===== src/rtl/fs_pkg.sv =====
package fs_pkg;
  localparam int unsigned FS_WIDTH = 64;

  typedef enum logic {
    FS_LEFT  = 1'b0,
    FS_RIGHT = 1'b1
  } fs_dir_e;
endpackage


===== src/rtl/fs_rotator.sv =====
module fs_rotator #(
  parameter int unsigned WIDTH = 64,
  localparam int unsigned SHW  = $clog2(WIDTH)
) (
  input  logic [WIDTH-1:0] word_i,
  input  logic [SHW-1:0]   n_i,
  input  fs_pkg::fs_dir_e  dir_i,
  output logic [WIDTH-1:0] rot_o
);
  logic [2*WIDTH-1:0] doubled;
  logic [2*WIDTH-1:0] lshift;
  logic [2*WIDTH-1:0] rshift;

  always_comb begin
    doubled = {word_i, word_i};
    lshift  = doubled << n_i;
    rshift  = doubled >> n_i;
    if (dir_i == fs_pkg::FS_RIGHT) rot_o = rshift[WIDTH-1:0];
    else                           rot_o = lshift[2*WIDTH-1:WIDTH];
  end
endmodule


===== src/rtl/fs_mask_gen.sv =====
module fs_mask_gen #(
  parameter int unsigned WIDTH = 64,
  localparam int unsigned SHW  = $clog2(WIDTH)
) (
  input  logic [SHW-1:0]   n_i,
  input  fs_pkg::fs_dir_e  dir_i,
  output logic [WIDTH-1:0] keep_o
);
  localparam logic [WIDTH-1:0] ALL_ONES = '1;

  always_comb begin
    if (dir_i == fs_pkg::FS_RIGHT) keep_o = ALL_ONES >> n_i;
    else                           keep_o = ALL_ONES << n_i;
  end
endmodule


===== src/rtl/fs_merge.sv =====
module fs_merge #(
  parameter int unsigned WIDTH = 64
) (
  input  logic [WIDTH-1:0] rot_i,
  input  logic [WIDTH-1:0] keep_i,
  input  logic [WIDTH-1:0] fill_i,
  input  logic             flag_en_i,
  output logic [WIDTH-1:0] result_o,
  output logic [WIDTH-1:0] spill_o,
  output logic             ovf_o
);
  always_comb begin
    result_o = (rot_i & keep_i) | (fill_i & ~keep_i);
    spill_o  = rot_i & ~keep_i;
    ovf_o    = flag_en_i & (|spill_o);
  end
endmodule


===== src/rtl/funnel_shift64.sv =====
module funnel_shift64 #(
  parameter int unsigned WIDTH = fs_pkg::FS_WIDTH,
  localparam int unsigned SHW  = $clog2(WIDTH)
) (
  input  logic [WIDTH-1:0] src_i,
  input  logic [WIDTH-1:0] fill_i,
  input  logic [WIDTH-1:0] amt_i,
  input  logic             dir_right_i,
  input  logic             flag_en_i,
  output logic [WIDTH-1:0] result_o,
  output logic [WIDTH-1:0] spill_o,
  output logic             ovf_o
);
  logic [SHW-1:0]   n;
  fs_pkg::fs_dir_e  dir;
  logic [WIDTH-1:0] rot;
  logic [WIDTH-1:0] keep;

  assign n   = amt_i[SHW-1:0];
  assign dir = dir_right_i ? fs_pkg::FS_RIGHT : fs_pkg::FS_LEFT;

  fs_rotator #(.WIDTH(WIDTH)) u_rot (
    .word_i (src_i),
    .n_i    (n),
    .dir_i  (dir),
    .rot_o  (rot)
  );

  fs_mask_gen #(.WIDTH(WIDTH)) u_mask (
    .n_i    (n),
    .dir_i  (dir),
    .keep_o (keep)
  );

  fs_merge #(.WIDTH(WIDTH)) u_merge (
    .rot_i     (rot),
    .keep_i    (keep),
    .fill_i    (fill_i),
    .flag_en_i (flag_en_i),
    .result_o  (result_o),
    .spill_o   (spill_o),
    .ovf_o     (ovf_o)
  );
endmodule


===== config.mk =====
export PLATFORM = sky130hd
export DESIGN_NAME = funnel_shift64
export DESIGN_NICKNAME = d
export VERILOG_FILES = /design/src/rtl/fs_pkg.sv /design/src/rtl/fs_rotator.sv /design/src/rtl/fs_mask_gen.sv /design/src/rtl/fs_merge.sv /design/src/rtl/funnel_shift64.sv
export SDC_FILE = /design/constraint.sdc
export NUM_CORES = 1
export LEC_CHECK = 0
export BUFFER_PORTS_ARGS = -buffer_cell sky130_fd_sc_hd__buf_2
export CAP_MARGIN = 20
export CORE_MARGIN = 5
export CORE_UTILIZATION = 25
export DETAILED_ROUTE_END_ITERATION = 10
export PLACE_DENSITY = 0.53
export REMOVE_ABC_BUFFERS = 1
export SETUP_SLACK_MARGIN = 0.3
export SLEW_MARGIN = 20
export SYNTH_ARGS = -nofsm -noshare
export SYNTH_HDL_FRONTEND = slang
export SYNTH_SLANG_ARGS = --single-unit

===== constraint.sdc =====
create_clock -name vclk -period 13.45
set_input_delay 2.69 -clock vclk [all_inputs]
set_output_delay 2.69 -clock vclk [all_outputs]
set_load 0.1 [all_outputs]

* Yosys cells after proc, flatten, opt, wreduce, memory -nomap -nowiden
Cells that the tools add are included.
** Word-level totals
- Register bits :: 0
- Bits of input ports :: 194
- Output and inout port bits :: 129
- Logic and storage cells :: 14
** Cells by class
- Shift-type cells :: 4
- Mux-type cells :: 3
- Bitwise gates (word level) :: 6
- Reductions and logical operators :: 1
** Operator list (number)
- bitwise AND 64 bit :: 3
- two-way mux 64 bit :: 2
- << shifter 128 x 6 -> 128 bit :: 1
- right shift 128 x 6 -> 64 bit :: 1
- inverter 64 bit :: 1
- OR 64 bit :: 1
- OR reduction 64 bit :: 1
- << shifter 64 x 6 -> 64 bit, first input constant :: 1
- right shift 64 x 6 -> 64 bit, first input constant :: 1
- bitwise AND 1 bit :: 1
- two-way mux 1 bit :: 1

* Logic depth before layout (Yosys ltp)
Gate-level depths: netlist (run 1).
- Depth after elaboration :: 6
- Depth in mapped cells :: 13
- Depth with buffers taken out :: 8

* Modules after synthesis
Synthesis (run 1) repeated with hierarchy kept, for this count alone.
** Second synthesis, totals
- Cell total of the unflattened synthesis :: 1471
- Area total of the unflattened synthesis :: 12454.4 sq um
** By module, submodules not included
- fs_rotator :: times used 1, cells an instance 1127, area each 10084.7 sq um, sequential area each 0.0 sq um
- fs_merge :: times used 1, cells an instance 149, area each 1327.5 sq um, sequential area each 0.0 sq um
- fs_mask_gen :: times used 1, cells an instance 195, area each 1042.2 sq um, sequential area each 0.0 sq um

* Worst setup path before layout (run 1)
No wires, ideal clock.
- Kind :: input to output
- Start point :: input port amt_i[4]
- End point :: output port ovf_o
- Arrival time :: 9747 ps
- Required time :: 10760 ps
- Slack :: 1013 ps
- Stages on the path :: 12
- Path buffers :: 6
- Cell sequence :: clkbuf_1 buf_2 buf_2 buf_2 buf_2 buf_2 o31ai_1 o21a_1 nor4_1 nor4_1 and4_1 a41oi_1
** On the way
- Word-level cells in the longest chain between the ends :: 6
- Elaborated cells between the ends (all ways) :: 10
- Classes of those cells :: shift: 4; mux: 2; bitwise: 3; reduce/logical: 1
** RTL lines
- start, declared :: RTL line funnel_shift64.sv:7 : input logic [WIDTH-1:0] amt_i,
- << shifter 64 x 6 -> 64 bit / right shift 64 x 6 -> 64 bit (equally long branches) :: RTL line fs_mask_gen.sv:13, fs_mask_gen.sv:12
- two-way mux 64 bit :: RTL line fs_mask_gen.sv:12 : if (dir_i == fs_pkg::FS_RIGHT) keep_o = ALL_ONES >> n_i;
- inverter 64 bit :: RTL line fs_merge.sv:14 : spill_o = rot_i & ~keep_i;
- bitwise AND 64 bit (*) :: RTL line fs_merge.sv:14
- named net spill_o[35] :: RTL line funnel_shift64.sv:11 : output logic [WIDTH-1:0] spill_o,
- OR reduction 64 bit (*) :: RTL line fs_merge.sv:15 : ovf_o = flag_en_i & (|spill_o);
- bitwise AND 1 bit (*) :: RTL line fs_merge.sv:15
- end, declared :: RTL line funnel_shift64.sv:12 : output logic ovf_o
Mark *: on every way through the listed nets, which the timed path passes. The rest lies on a longest branch.

* Final worst setup path (run 1)
- Start point :: input port amt_i[3]
- End point :: output port ovf_o
** On the way
- Word-level cells in the longest chain between the ends :: 6
- Elaborated cells between the ends (all ways) :: 10
- Classes of those cells :: shift: 4; mux: 2; bitwise: 3; reduce/logical: 1
** RTL lines (RTL line)
- << shifter 64 x 6 -> 64 bit / right shift 64 x 6 -> 64 bit (equally long branches) :: fs_mask_gen.sv:13, fs_mask_gen.sv:12
- two-way mux 64 bit :: fs_mask_gen.sv:12
- inverter 64 bit :: fs_merge.sv:14
- bitwise AND 64 bit (*) :: fs_merge.sv:14
- OR reduction 64 bit (*) :: fs_merge.sv:15
- bitwise AND 1 bit (*) :: fs_merge.sv:15
Every way passes the cells marked *; elsewhere a longest branch is shown, timed or not.

==> run_results.csv, run 1 <==
group,metric,value,unit
synth,synth.cell_area,0.0112,sq mm
routing,ant_nets,0,
finish,fin_util,0.292,
global_route,top_usage_layer,"met2",
timing,min_period,10.21,ns
routing,via_per_inst,6.56,
worst_setup_path,cp-start-kind,"primary input",
synth,synth_top_family_by_area,"multiplexers",
worst_setup_path,critPathLaunch,"amt_i[3]",
floorplanning,core_area,0.0443,sq mm
finish,drive_above_1_share,0.525,
floorplanning,num_io_pins,323,
global_route,grt_pass1_wl,84600,um
placement,place_area,0.0129,sq mm
synth,post_synth_num_cell_types,49,
timing,finalSetupViolCount,0,
global_route,grtUsageMet2,0.365,
clock_network,postCtsSetupRepairBufs,0,
job,drv_cap,0,
worst_setup_path,worst-setup-path-type,"primary input to output port",
synth,yosys-top-cells-area,"mux4_2 52%, mux2_2 12%, nor2_1 4.6%",
synth,synth_fa_ha_area_frac,0,
timing,grt_setup_unrepaired,"false",
floorplanning,dieWidth,222,um
timing,hold_viol,0,
synth,synth_top_area_share,0.516,
synth,synthSimpleGateAreaFrac,0.143,
routing,drt_wl_total,59200,um
finish,nFillCells,4698,
synth,synth_compound_area_frac,0.141,
finish,fin_area,0.0129,sq mm
worst_setup_path,cp.arrival,7.52,ns
worst_setup_path,required,10.76,ns
timing,max_freq,97.9,MHz
placement,port-buffer-count,265,
floorplanning,start_util,0.253,
hold_path,hp-start,"fill_i[53]",
synth,synthMuxAreaShare,0.660,
finish,clkbuf_count,0,
global_route,grt_pass1_vias,11563,
power_and_ir_drop,vdd_drop_max,0.0660,mV
global_route,grt_max_degree,98,
global_route,antenna_found_initial,6,
timing,fin_crit_sh,0.759,
timing,drv_slew,0,
power_and_ir_drop,p_leak,0.00473,uW
global_route,use_met3,0.0487,
synth,avgSynthCellArea,10.0,sq um
timing,layout_setup_ws,3.24,ns
synth,ys_warn_count,0,
finish,area_delta_synth_final,15.1,%
clock_network,cts.hold.buffers_added,0,
timing,timing.setup.tns,0,ns
clock_network,cts_resized,0,
finish,final_nets,1470,
floorplanning,row_count,77,
synth,seq_area_frac_synth,0,
routing,route.detailed.drc,0,
finish,final_cell_mix,"260 x buf_2, 257 x mux4_2, 138 x nor2_1",
placement,hpwl,49400,um
placement,place_ws,3.33,ns
global_route,grt_util_all_layers,0.226,
synth,synth_top_area_cell,"mux4_2",
outcome,status,"finished, final reports clean",
routing,vias,12263,
placement,routabilityCongestion,0.999,
timing,relSlewSlack,0.179,
hold_path,min_to,"result_o[53]",
hold_path,hold_depth,4,
routing,drt-pass1-iter-count,6,
synth,syn_inst,1118,
finish,stdcell_count,1870,
hold_path,hold_class,"primary input to output port",
power_and_ir_drop,p_per_area,94.9,mW/mm^2
worst_setup_path,crit_fanout,97,
routing,wl_per_cell,31.7,um
finish,numSequentialCells,0,
finish,final_common_cell,"buf_2",
routing,initialDrtViolationCount,1991,
global_route,grt_util_met1,0.309,
global_route,grt_overflow,0,
floorplanning,dieArea,0.0492,sq mm
finish,regArea,0,sq um
floorplanning,die_h,222,um
timing,worst_pin_slew,1.22,ns
worst_setup_path,end_kind,"output port",
placement,place_inst,1865,
synth,synth-xor-area-share,0,
-- layout make-up --
class | instances | area [sq um] | area share
timing repair buffer | 281 | 1490 | 0.115
tap | 592 | 741 | 0.0573
antenna | 4 | 10.0 | 0.000775
multi-input combinational | 975 | 10600 | 0.822
inverter | 18 | 67.6 | 0.00523
-- worst max path at each step --
stage	end	slack [ns]	depth (start not counted)
CTS	ovf_o	3.33	11
global route	ovf_o	3.06	11
detailed placement	ovf_o	3.33	11
finish	ovf_o	3.24	11
global placement	ovf_o	3.37	11
floorplan	ovf_o	1.45	7
-- through the flow --
step | hold slack, ns | total power [uW]
floorplan | 5.76 | 856
global placement | 5.87 | 1200
detailed placement | 5.86 | 1200
CTS | 5.86 | 1210
global route | 5.89 | 1260
finish | 5.86 | 1230
-- routing by layer --
metal  vias to the layer above  routed length, um  part of all wire
met4                         6               2280             0.038
met2                       957              27400              0.46
met5                         -                 33           0.00056
met3                       123               7090              0.12
li1                       5027                  -                 -
met1                      6150              22400              0.38
-- cell families after synthesis --
| family | count (synthesis) |
|---|---|
| and+or+nand+nor | 326 |
| buffers and inverters | 143 |
| AOI/OAI and AO/OA | 245 |
| muxes | 404 |
-- worst max-delay path, cell delays in order --
cell	delay (ns)
buf_6	0.59
buf_4	0.77
mux4_2	0.54
mux4_2	0.54
mux2_2	0.30
o22ai_1	0.16
nor4_1	0.11
or4_1	0.76
nor4_2	0.41
a41oi_1	0.19
buf_2	0.33
-- report_power, final --
group | total (uW) | internal (uW) | switching, uW | leakage (uW)
Combinational | 1230 | 347 | 880 | 0.00473
Sequential | 0 | 0 | 0 | 0
Clock | 0.0000582 | 0.0000582 | 0 | 0.0000000254
-- synthesized netlist by cell type (3+ instances only) --
cell type / instances
nor2_1: 138
mux2_2: 117
or3_1: 36
mux4_2: 257
nor4_1: 38
or4_1: 9
o22a_1: 14
o21a_1: 17
a31oi_1: 3
o21ai_0: 25
clkbuf_1: 64
a2bb2oi_1: 3
o31ai_1: 5
nand3_1: 9
nand2_1: 41
inv_1: 18
and3_1: 11
mux2i_1: 28
a22o_1: 3
and2_1: 20
a21o_1: 6
buf_6: 6
a22oi_1: 28
buf_2: 30
or2_2: 8
a21oi_1: 67
o2111ai_1: 4
o22ai_1: 55
buf_1: 25
nor2b_1: 3
nor3_1: 3
Note: power is estimated with default switching activity, not from simulation.
==> inputs of run 2 (changes only) <==
--- a/config.mk
+++ b/config.mk
@@ -10,7 +10,7 @@
 export CORE_MARGIN = 5
 export CORE_UTILIZATION = 25
 export DETAILED_ROUTE_END_ITERATION = 10
-export PLACE_DENSITY = 0.53
+export PLACE_DENSITY = 0.55
 export REMOVE_ABC_BUFFERS = 1
 export SETUP_SLACK_MARGIN = 0.3
 export SLEW_MARGIN = 20
==> constraint.sdc (replaced) <==
create_clock -name vclk -period 9.3
set_input_delay 1.86 -clock vclk [all_inputs]
set_output_delay 1.86 -clock vclk [all_outputs]
set_load 0.1 [all_outputs]
==> run 2 against run 1 <==
  * First-iteration DRC count increased by 12%
  * Core utilization rose by 0.18 points
  * Sequential share of layout area unchanged
  * Routed wire length hardly changed
  * Final area increased by 0.60%
==> run_results.csv, run 2 (synthesized netlist as in run 1, its figures left out) <==
group,metric,value,unit
outcome,status,"finished, final reports clean",
worst_setup_path,cp-start-kind,"primary input",
worst_setup_path,slowest_stage,"mux4_2",
job,drv_cap,0,
clock_network,cts.hold.buffers_added,0,
power_and_ir_drop,vdd_drop_max,0.0880,mV
global_route,grt_util_met1,0.305,
routing,vias,12424,
finish,clkbuf_count,0,
worst_setup_path,crit_buf_inv,2,
placement,place_area,0.0130,sq mm
worst_setup_path,max_stage_delay,0.73,ns
floorplanning,die_h,222,um
finish,numSequentialCells,0,
worst_setup_path,critPathLaunch,"amt_i[3]",
hold_path,hp-start,"fill_i[53]",
global_route,grt_overflow,0,
finish,area_delta_synth_final,15.8,%
power_and_ir_drop,p_per_area,137,mW/mm^2
timing,min_period,7.94,ns
timing,timing.setup.tns,0,ns
routing,drt_wl_total,59200,um
global_route,use_met3,0.0502,
worst_setup_path,crit_fanout,129,
global_route,antenna_found_initial,9,
global_route,grt_max_degree,130,
global_route,top_usage_layer,"met2",
clock_network,postCtsSetupRepairBufs,0,
timing,drv_slew,0,
power_and_ir_drop,p_leak,0.00479,uW
routing,wl_per_cell,31.5,um
global_route,grtUsageMet2,0.363,
routing,via_per_inst,6.61,
routing,ant_nets,0,
timing,layout_setup_ws,1.36,ns
worst_setup_path,cp.arrival,6.08,ns
timing,hold_viol,0,
finish,final_nets,1480,
finish,multi_input_area,0.0106,sq mm
worst_setup_path,worst-setup-path-type,"primary input to output port",
routing,drt-pass1-iter-count,7,
placement,place_ws,1.35,ns
finish,nFillCells,4708,
hold_path,hold_class,"primary input to output port",
worst_setup_path,crit_family,"multiplexers",
timing,grt_setup_unrepaired,"false",
timing,fin_crit_sh,0.853,
routing,route.detailed.drc,0,
worst_setup_path,crit_chain,"clkbuf_8 > mux4_2 > mux4_2 > mux2_1 > o22ai_1 > nor3b_1 > or4_1 > nor4_2 > a41oi_1 > buf_2",
timing,relSlewSlack,0.287,
placement,hpwl,49700,um
floorplanning,dieWidth,222,um
floorplanning,row_count,77,
finish,final_cell_mix,"260 x buf_2, 257 x mux4_2, 138 x nor2_1",
placement,place_inst,1875,
floorplanning,dieArea,0.0492,sq mm
finish,final_common_cell,"buf_2",
worst_setup_path,required,7.44,ns
global_route,grt_util_all_layers,0.225,
timing,max_freq,126,MHz
floorplanning,start_util,0.253,
finish,drive_above_1_share,0.527,
finish,regArea,0,sq um
placement,routabilityCongestion,1.02,
placement,port-buffer-count,265,
timing,finalSetupViolCount,0,
finish,stdcell_count,1879,
timing,worst_pin_slew,1.06,ns
routing,initialDrtViolationCount,2223,
floorplanning,core_area,0.0443,sq mm
global_route,grt_pass1_vias,11486,
clock_network,cts_resized,0,
finish,fin_area,0.0130,sq mm
worst_setup_path,path_common_cell,"mux4_2",
worst_setup_path,end_kind,"output port",
floorplanning,num_io_pins,323,
global_route,grt_pass1_wl,84000,um
run 2: cell count changes in the layout (fill, tap and decap cells not counted), sizes merged:
cell	previous run	this run
diode	4	3
clkbuf	1	2
buf	280	289
run 2: layout make-up:
type                       count  share of cell area
timing repair buffer         291               0.122
tap                          592              0.0570
inverter                      18             0.00520
multi-input combinational    975               0.816
antenna                        3            0.000578
run 2: power by group:
part / leakage, uW / switching (uW) / total (uW) / internal (uW)
clock network: 0.0000000190 / 0 / 0.0000432 / 0.0000431
registers: 0 / 0 / 0 / 0
logic: 0.00479 / 1270 / 1780 / 506
run 2: final timing paths:
path | endpoint | cells past startpoint | slack, ns
min | result_o[53] | 4 | 4.21
max | ovf_o | 10 | 1.36
run 2: through the flow:
step	power, uW	hold WS, ns	util
after detailed placement	1740	4.21	0.293
after global placement	1740	4.21	0.293
after CTS	1750	4.21	0.293
after floorplan	1240	4.10	-
final	1780	4.21	0.293
after global routing	1830	4.23	0.293
run 2: metal layers:
metal  wire [um]  vias to the layer above
met1       22200                     6167
li1            -                     5058
met2       27200                     1044
met5          67                        -
met3        7140                      145
met4        2600                       10
